[src/rtl/dfd_pkg.sv]
package dfd_pkg;

    localparam logic [2:0] OP_NOP  = 3'd0;
    localparam logic [2:0] OP_ADD  = 3'd1;
    localparam logic [2:0] OP_SUB  = 3'd2;
    localparam logic [2:0] OP_AND  = 3'd3;
    localparam logic [2:0] OP_XOR  = 3'd4;
    localparam logic [2:0] OP_LOAD = 3'd5;
    localparam logic [2:0] OP_CHK  = 3'd6;
    localparam logic [2:0] OP_MOVI = 3'd7;

endpackage

[src/rtl/dfd_regfile.sv]
module dfd_regfile #(
    parameter int NREGS = 8,
    parameter int DW    = 16,
    parameter int NRP   = 3,
    localparam int IW   = $clog2(NREGS)
) (
    input  logic                     clk,
    input  logic                     rst_n,
    input  logic                     we,
    input  logic [IW-1:0]            waddr,
    input  logic [DW-1:0]            wdata,
    input  logic                     wpoison,
    input  logic [NRP-1:0][IW-1:0]   ra,
    output logic [NRP-1:0][DW-1:0]   rdat,
    output logic [NRP-1:0]           rpois
);

    typedef struct packed {
        logic [NREGS-1:0][DW-1:0] data;
        logic [NREGS-1:0]         poison;
    } rf_t;

    rf_t st_d, st_q;

    always_comb begin
        st_d = st_q;
        if (we && (waddr != '0)) begin
            st_d.data[waddr]   = wdata;
            st_d.poison[waddr] = wpoison;
        end
    end

    always_ff @(posedge clk) begin
        if (!rst_n) st_q <= '0;
        else        st_q <= st_d;
    end

    for (genvar g = 0; g < NRP; g++) begin : g_rd
        assign rdat[g]  = st_q.data[ra[g]];
        assign rpois[g] = st_q.poison[ra[g]];
    end

    // a tainted write must leave zero data and a set marker
    a_r5_poison_zero: assert property (@(posedge clk) disable iff (!rst_n)
        (we && wpoison && (waddr != '0)) |=>
            (st_q.data[$past(waddr)] == '0) && st_q.poison[$past(waddr)]);

    // a clean write stores its value and clears the marker
    a_r2_clean_clears: assert property (@(posedge clk) disable iff (!rst_n)
        (we && !wpoison && (waddr != '0)) |=>
            (st_q.data[$past(waddr)] == $past(wdata)) && !st_q.poison[$past(waddr)]);

endmodule

[src/rtl/dfd_exec.sv]
module dfd_exec
    import dfd_pkg::*;
#(
    parameter int DW = 16,
    parameter int IW = 3
) (
    input  logic          valid,
    input  logic [2:0]    op,
    input  logic          spec,
    input  logic          fault,
    input  logic [DW-1:0] ld_data,
    input  logic [DW-1:0] imm,
    input  logic [IW-1:0] rd,
    input  logic [DW-1:0] s1_data,
    input  logic          s1_poison,
    input  logic [DW-1:0] s2_data,
    input  logic          s2_poison,
    output logic          we,
    output logic [IW-1:0] waddr,
    output logic [DW-1:0] wdata,
    output logic          wpoison,
    output logic          chk_hit,
    output logic          trap_hit
);

    logic [DW-1:0] res;

    always_comb begin
        we       = 1'b0;
        wpoison  = 1'b0;
        res      = '0;
        chk_hit  = 1'b0;
        trap_hit = 1'b0;
        if (valid) begin
            case (op)
                OP_ADD, OP_SUB, OP_AND, OP_XOR: begin
                    we      = 1'b1;
                    wpoison = s1_poison | s2_poison;
                    case (op)
                        OP_ADD:  res = s1_data + s2_data;
                        OP_SUB:  res = s1_data - s2_data;
                        OP_AND:  res = s1_data & s2_data;
                        default: res = s1_data ^ s2_data;
                    endcase
                end
                OP_LOAD: begin
                    if (fault) begin
                        if (spec) begin
                            we      = 1'b1;
                            wpoison = 1'b1;
                        end else begin
                            trap_hit = 1'b1;
                        end
                    end else begin
                        we  = 1'b1;
                        res = ld_data;
                    end
                end
                OP_CHK:  chk_hit = s1_poison;
                OP_MOVI: begin
                    we  = 1'b1;
                    res = imm;
                end
                default: ;
            endcase
        end
        wdata = wpoison ? '0 : res;
    end

    assign waddr = rd;

endmodule

[src/rtl/dfd_core.sv]
module dfd_core
    import dfd_pkg::*;
#(
    parameter int NREGS = 8,
    parameter int DW    = 16,
    parameter int TW    = 16,
    localparam int IW   = $clog2(NREGS),
    localparam int NRP  = 3
) (
    input  logic          clk,
    input  logic          rst_n,
    input  logic          ins_valid,
    input  logic [2:0]    ins_op,
    input  logic          ins_spec,
    input  logic [IW-1:0] ins_rd,
    input  logic [IW-1:0] ins_rs1,
    input  logic [IW-1:0] ins_rs2,
    input  logic [DW-1:0] ins_imm,
    input  logic [TW-1:0] ins_target,
    input  logic [DW-1:0] mem_data,
    input  logic          mem_fault,
    input  logic [IW-1:0] view_sel,
    output logic [DW-1:0] view_data,
    output logic          view_poison,
    output logic          redirect_valid,
    output logic [TW-1:0] redirect_target,
    output logic          trap_valid
);

    typedef struct packed {
        logic          redir;
        logic [TW-1:0] tgt;
        logic          trap;
    } out_t;

    out_t o_d, o_q;

    logic [NRP-1:0][IW-1:0] ra;
    logic [NRP-1:0][DW-1:0] rdat;
    logic [NRP-1:0]         rpois;
    logic                   we, wpoison, chk_hit, trap_hit;
    logic [IW-1:0]          waddr;
    logic [DW-1:0]          wdata;

    assign ra = {view_sel, ins_rs2, ins_rs1};

    dfd_regfile #(.NREGS(NREGS), .DW(DW), .NRP(NRP)) u_rf (
        .clk     (clk),
        .rst_n   (rst_n),
        .we      (we),
        .waddr   (waddr),
        .wdata   (wdata),
        .wpoison (wpoison),
        .ra      (ra),
        .rdat    (rdat),
        .rpois   (rpois)
    );

    dfd_exec #(.DW(DW), .IW(IW)) u_ex (
        .valid     (ins_valid),
        .op        (ins_op),
        .spec      (ins_spec),
        .fault     (mem_fault),
        .ld_data   (mem_data),
        .imm       (ins_imm),
        .rd        (ins_rd),
        .s1_data   (rdat[0]),
        .s1_poison (rpois[0]),
        .s2_data   (rdat[1]),
        .s2_poison (rpois[1]),
        .we        (we),
        .waddr     (waddr),
        .wdata     (wdata),
        .wpoison   (wpoison),
        .chk_hit   (chk_hit),
        .trap_hit  (trap_hit)
    );

    always_comb begin
        o_d       = '0;
        o_d.redir = chk_hit;
        o_d.tgt   = chk_hit ? ins_target : '0;
        o_d.trap  = trap_hit;
    end

    always_ff @(posedge clk) begin
        if (!rst_n) o_q <= '0;
        else        o_q <= o_d;
    end

    assign view_data       = rdat[2];
    assign view_poison     = rpois[2];
    assign redirect_valid  = o_q.redir;
    assign redirect_target = o_q.tgt;
    assign trap_valid      = o_q.trap;

    a_r6_redirect: assert property (@(posedge clk) disable iff (!rst_n)
        (ins_valid && (ins_op == OP_CHK) && rpois[0]) |=>
            redirect_valid && (redirect_target == $past(ins_target)));

    a_r7_clean_check: assert property (@(posedge clk) disable iff (!rst_n)
        (ins_valid && (ins_op == OP_CHK) && !rpois[0]) |=> !redirect_valid && !trap_valid);

    a_r4_trap: assert property (@(posedge clk) disable iff (!rst_n)
        (ins_valid && (ins_op == OP_LOAD) && !ins_spec && mem_fault) |=>
            trap_valid && !redirect_valid);

    a_r3_spec_silent: assert property (@(posedge clk) disable iff (!rst_n)
        (ins_valid && (ins_op == OP_LOAD) && ins_spec && mem_fault) |=>
            !trap_valid && !redirect_valid);

endmodule

[config.mk]
export PLATFORM = sky130hd
export DESIGN_NAME = dfd_core
export DESIGN_NICKNAME = d
export VERILOG_FILES = /design/src/rtl/dfd_pkg.sv /design/src/rtl/dfd_regfile.sv /design/src/rtl/dfd_exec.sv /design/src/rtl/dfd_core.sv
export SDC_FILE = /design/constraint.sdc
export NUM_CORES = 1
export LEC_CHECK = 0
export ABC_AREA = 0
export BUFFER_PORTS_ARGS = -buffer_cell sky130_fd_sc_hd__buf_2
export CAP_MARGIN = 20
export CORE_UTILIZATION = 50
export CTS_CLUSTER_DIAMETER = 100
export CTS_CLUSTER_SIZE = 20
export DETAILED_ROUTE_END_ITERATION = 12
export GPL_TIMING_DRIVEN = 0
export PLACE_DENSITY_LB_ADDON = 0.25
export SYNTH_ARGS = -nofsm -noshare
export SYNTH_HDL_FRONTEND = slang
export SYNTH_SLANG_ARGS = --single-unit
[constraint.sdc]
create_clock -name clk -period 9.75 [get_ports clk]
set_input_delay 0.4875 -clock clk [delete_from_list [all_inputs] [get_ports clk]]
set_output_delay 0.4875 -clock clk [all_outputs]
set_load 0.03 [all_outputs]
== After elaboration in Yosys (flattened, before gate mapping) ==
Index checks and enable logic that the tools add are counted.
Operators by class
  add/subtract/negate cells: 2
  magnitude comparators: 5
  equality and inequality tests: 7
  mux-type cells: 33
  bitwise gates (word level): 3
  reductions and logical operators: 7
Operator list (number)
  16-bit binary-select mux with 3-bit select: 3
  128-bit bitwise mux: 1
  16-bit two-way mux: 7
  16-bit case mux with 3 select lines: 2
  16-bit demux with 3-bit select: 1
  16-bit adder: 1
  16-bit bitwise AND: 1
  3-bit by 4-bit < comparator with 1-bit output, second input constant: 4
  16-bit subtractor: 1
  16-bit XOR: 1
  3-bit equality test, second input constant: 4
  1-bit two-way mux: 12
  1-bit binary-select mux with 3-bit select: 3
  8-bit bitwise mux: 1
  3-bit by 2-bit equality test with 1-bit output, second input constant: 2
  5-bit OR reduction: 1
  1-bit case mux with 2 select lines: 2
  4-bit AND reduction: 1
  4-bit OR reduction: 1
  1-bit demux with 3-bit select: 1
  3-bit by 1-bit equality test with 1-bit output, second input constant: 1
  3-bit by 1-bit >= comparator with 1-bit output, second input constant: 1
  3-bit nonzero test: 1
  1-bit logical AND: 2
  2 further kinds: 2
Storage, ports and cells
  register bits after elaboration: 154
  bits of input ports: 68
  output and inout bits: 35
  word-level logic and storage cells: 69

== Longest topological paths before layout ==
  word-level depth: 8
  mapped depth: 20
  mapped depth without buffers: 16

== Hierarchy ==
A second synthesis with hierarchy kept.
Unflattened totals
  cell total of the unflattened synthesis: 1097
  area, all modules: 11285.8 µm²
Modules (own cells, without submodules)
  dfd_regfile: times used 1, cells each 750, area an instance 8514.4 µm², sequential area each 2722.6 µm²
  dfd_exec: times used 1, cells each 309, area an instance 2267.2 µm², sequential area each 0.0 µm²
  dfd_core: times used 1, cells each 38, area an instance 504.2 µm², sequential area each 360.3 µm²

== Worst setup path before layout ==
Ideal clock, no wire load.
  path kind: input port to flip-flop
  start: input ins_rs1[0]
  end: register u_rf.st_q[100] in the netlist's numbering
  arrival: 4.433 ns
  data required time: 9.616 ns
  slack: 5.183 ns
  stages: 14
  path buffers: 3
  cells stage by stage: clkbuf_1 clkbuf_1 clkbuf_1 mux4_2 mux2_2 ha_1 nor2b_1 o21a_1 o21a_1 o311ai_1 nor2b_1 mux2_2 o211ai_1 o21ai_1
On the way
  word-level cells in the longest chain between the ends: 8
  elaborated cells on any way between the ends: 16
  those cells by class: add/sub: 2; mux: 11; bitwise: 3
RTL lines
  start, declared: line dfd_core.sv:16  | input logic [IW-1:0] ins_rs1,
  16-bit binary-select mux with 3-bit select: line dfd_regfile.sv:39  | assign rdat[g] = st_q.data[ra[g]];
  16-bit two-way mux (implied by the code): line dfd_regfile.sv:39
  16-bit subtractor (tied with other cells): line dfd_exec.sv:41  | OP_SUB: res = s1_data - s2_data;
  16-bit case mux with 3 select lines: line dfd_exec.sv:39  | case (op)
  16-bit case mux with 3 select lines: line dfd_exec.sv:35  | case (op)
  16-bit two-way mux: line dfd_exec.sv:34  | if (valid) begin
  16-bit two-way mux (*): line dfd_exec.sv:67  | wdata = wpoison ? '0 : res;
  128-bit bitwise mux (*): line dfd_regfile.sv:28  | st_d.data[waddr] = wdata;
  end signal, assigned: line dfd_regfile.sv:35  | else st_q <= st_d;
  end, declared: line dfd_regfile.sv:23  | rf_t st_d, st_q;
Mark *: on every way between the ends. The rest lies on a longest branch, timed or not. The select of a mux whose other input is x is not followed.
A chain may end at the register's enable or synchronous reset.

== Worst setup path after layout ==
  start: input ins_rs1[1]
  end: register u_rf.st_q[52] in the netlist's numbering
Same word-level chain as after synthesis.

==> flow_metrics.env <==
export IMPL_outcome="finished clean"
export IMPL_wl_per_cell_um=26.0
export IMPL_place_ws_ns=3.20
export IMPL_core_um2=20300
export IMPL_final_nets=1303
export IMPL_track_usage=0.361
export IMPL_route_detailed_drc=0
export IMPL_syn_inst=1085
export IMPL_io_buffers=92
export IMPL_grt_overflow_total=0
export IMPL_async_reset_ff_frac=0
export IMPL_drive_above_1_share=0.245
export IMPL_crit_top_cell="clkbuf_1"
export IMPL_p_leak_nw=4.54
export IMPL_cts_sinks=154
export IMPL_tightestPinTransition_ns=1.14
export IMPL_slew_headroom=0.241
export IMPL_drt_initial_drc_count=1476
export IMPL_grt_pass1_vias=9375
export IMPL_ys_seq_elements=154
export IMPL_cts_hold_buf=0
export IMPL_netlist_cell_type_count=66
export IMPL_via_per_inst=6.78
export IMPL_period_share=0.622
export IMPL_finalPower_mw=1.51
export IMPL_holdWs_ns=0.254
export IMPL_synth_nets=1186
export IMPL_rsz0062_at_grt="no"
export IMPL_die_area_um2=21400
export IMPL_finalSetupViolCount=0
export IMPL_grt_pass1_wl_um=56900
export IMPL_grt_start_max_net_pins=17
export IMPL_critical_path_max_stage_delay_ns=0.81
export IMPL_post_dp_hpwl_um=27500
export IMPL_hold_path_class="input pin to flip-flop"
export IMPL_io_pins=103
export IMPL_place_inst=1449
export IMPL_netlist_area_um2=10400
export IMPL_hold_violations=0
export IMPL_start_util=0.513
export IMPL_worstPathCellList="clkbuf_1 > clkbuf_1 > clkbuf_1 > mux4_2 > mux2i_1 > ha_1 > fa_1 > nor2b_1 > o21a_1 > o21a_1 > o311ai_1 > nor2b_1 > mux2_2 > o211ai_1 > o21ai_1"
export IMPL_synth_edff_count=0
export IMPL_critPathMaxFanout=10
export IMPL_fin_cells=1485
export IMPL_num_antenna_cells=0
export IMPL_setup_ws_ns=3.68
export IMPL_dieWidth_um=146
export IMPL_path_class="input pin to flip-flop"
export IMPL_antenna_found_initial=0
export IMPL_worst_ir_drop_vdd_v=0.000113
export IMPL_ant_nets=0
export IMPL_maxClockFrequency_mhz=165
export IMPL_wirelength_um=38600
export IMPL_cts_resized=0
export IMPL_path_clk_slew_ns=0.06
export IMPL_period_minus_slack_ns=6.07
export IMPL_cp_end_kind="flip-flop"
export IMPL_area_delta_synth_final_pct=13.6
export IMPL_synth_top_area_share=0.296
export IMPL_gp_congestion=0.970
export IMPL_ctsRootBufferMaster="clkbuf_16"
export IMPL_cts_buffer_depth=2
export IMPL_n_fill_cell=1830
export IMPL_start_kind="input pin"
export IMPL_fin_worst_skew_ns=0.00916
export IMPL_cts_max_level=4
export IMPL_drv_cap=0
export IMPL_slew_violations=0
export IMPL_synth_main_ff_cell="dfxtp_1"
export IMPL_required_ns=10.03
export IMPL_setup_tns_ns=0
export IMPL_critPathSlowestCell="clkbuf_1"
export IMPL_cts_inserted_buffers=17
export IMPL_yosysSeqAreaShare=0.296
export IMPL_synth_top_cell_by_area="dfxtp_1"
export IMPL_powerDensity_nw_per_um2=128
export IMPL_die_y_um=146
export IMPL_avgSynthCellArea_um2=9.60
export IMPL_num_vias=10075
export IMPL_placementRows=52
export IMPL_cts_setup_buffers=0
export IMPL_cp_arrival_ns=6.35
export IMPL_yosys_warnings=0
export IMPL_cts_tree="yes"
export IMPL_firstDrtPassIters=8
export IMPL_clock_latency_ns=0.43
export IMPL_synth_area_leaders="dfxtp_1 (30%), mux4_2 (22%), mux2_2 (4.8%), a21oi_1 (4.5%), ha_1 (3.8%)"
==> cell usage after synthesis, types with 19 or more instances <==
master / number
nor2_1: 71
inv_1: 22
mux4_2: 103
mux2_2: 44
o21ai_0: 19
o21ai_1: 44
nand2_1: 103
a21oi_1: 94
ha_1: 32
and2_1: 37
clkbuf_1: 64
nand3_1: 68
dfxtp_1: 154
==> path summary, 6_finish.rpt <==
kind,from,end,slack [ns],cells past startpoint
worst min-delay path,ins_target[14],redirect_target[14],0.25,2
worst max-delay path,ins_rs1[1],u_rf.st_q[52],3.68,15
worst max register to register,u_rf.st_q[120],u_rf.st_q[52],4.92,14
worst min register to register,u_rf.st_q[66],u_rf.st_q[66],0.49,2
==> flip-flops by register name, summed over array words and instances, names as in the netlist <==
register,cells
redirect_target,16
trap_valid,1
redirect_valid,1
u_rf.st_q,136
==> cell type report <==
cell class / count / area, um^2 / area share
multi-input cells: 823 / 6890 / 0.582
clock inverters: 12 / 100 / 0.00846
well taps: 270 / 338 / 0.0286
plain buffers: 83 / 348 / 0.0294
repair buffers: 98 / 546 / 0.0461
flip-flops and latches: 154 / 3080 / 0.261
clock buffers: 20 / 437 / 0.0369
inverters: 25 / 93.8 / 0.00793
==> power breakdown <==
group	switching (mW)	internal [mW]	total, mW
combinational	0.163	0.0901	0.253
clock	0.270	0.349	0.619
sequential	0.00510	0.634	0.639
==> stage by stage <==
step / util / cell area [um^2]
2_1_floorplan: - / 10400
3_3_place_gp: 0.552 / 11200
3_5_place_dp: 0.554 / 11200
4_1_cts: 0.580 / 11800
5_1_grt: 0.583 / 11800
6_report: 0.583 / 11800
==> per-layer routing <==
layer | vias up | share of wire | GRT usage
met5 | - | 0 | 0
met4 | 0 | 0.056 | 0.195
met3 | 179 | 0.13 | 0.0994
met2 | 817 | 0.44 | 0.547
met1 | 4727 | 0.37 | 0.468
li1 | 4352 | - | -
==> worst max-delay path, delay by kind of cell <==
family / cells / cell delay [ns]
adder cells (fa/ha/maj): 2 / 0.47
AND/OR/NAND/NOR: 2 / 0.27
AO/OA/AOI/OAI: 5 / 1.78
buffers and inverters: 3 / 2.11
multiplexers: 3 / 1.20
==> layout by cell type (no fill, tap or decap), types with 7 or more instances in the layout <==
cell type / netlist / final
o21ai_1: 44 / 44
and2_1: 37 / 37
nand3_1: 68 / 68
nor2b_1: 14 / 14
mux2i_1: 16 / 16
nand2b_1: 7 / 7
a31o_1: 7 / 7
ha_1: 32 / 32
inv_1: 22 / 22
o21ai_0: 19 / 19
nor3_1: 13 / 13
buf_1: 7 / 7
nand2_1: 103 / 103
clkbuf_1: 64 / 67
mux2_2: 44 / 44
a21oi_1: 94 / 94
xnor2_1: 12 / 12
a221oi_1: 9 / 9
o31ai_1: 17 / 17
clkbuf_16: 0 / 17
a211oi_1: 11 / 11
a31oi_1: 12 / 12
nor2_1: 71 / 71
dfxtp_1: 154 / 154
buf_2: 8 / 101
mux4_2: 103 / 103
and3_1: 9 / 9
==> kinds of logic after synthesis <==
| family | after synthesis | synth area share |
|---|---|---|
| flip-flops | 154 | 0.296 |
| AND/OR/NAND/NOR | 342 | 0.157 |
| adder cells (fa/ha/maj) | 33 | 0.0404 |
| multiplexers | 170 | 0.294 |
| XOR/XNOR | 14 | 0.0131 |
| AO/OA/AOI/OAI | 264 | 0.157 |
| buffers and inverters | 108 | 0.0424 |
No activity file was read; power rests on OpenSTA's default activity.
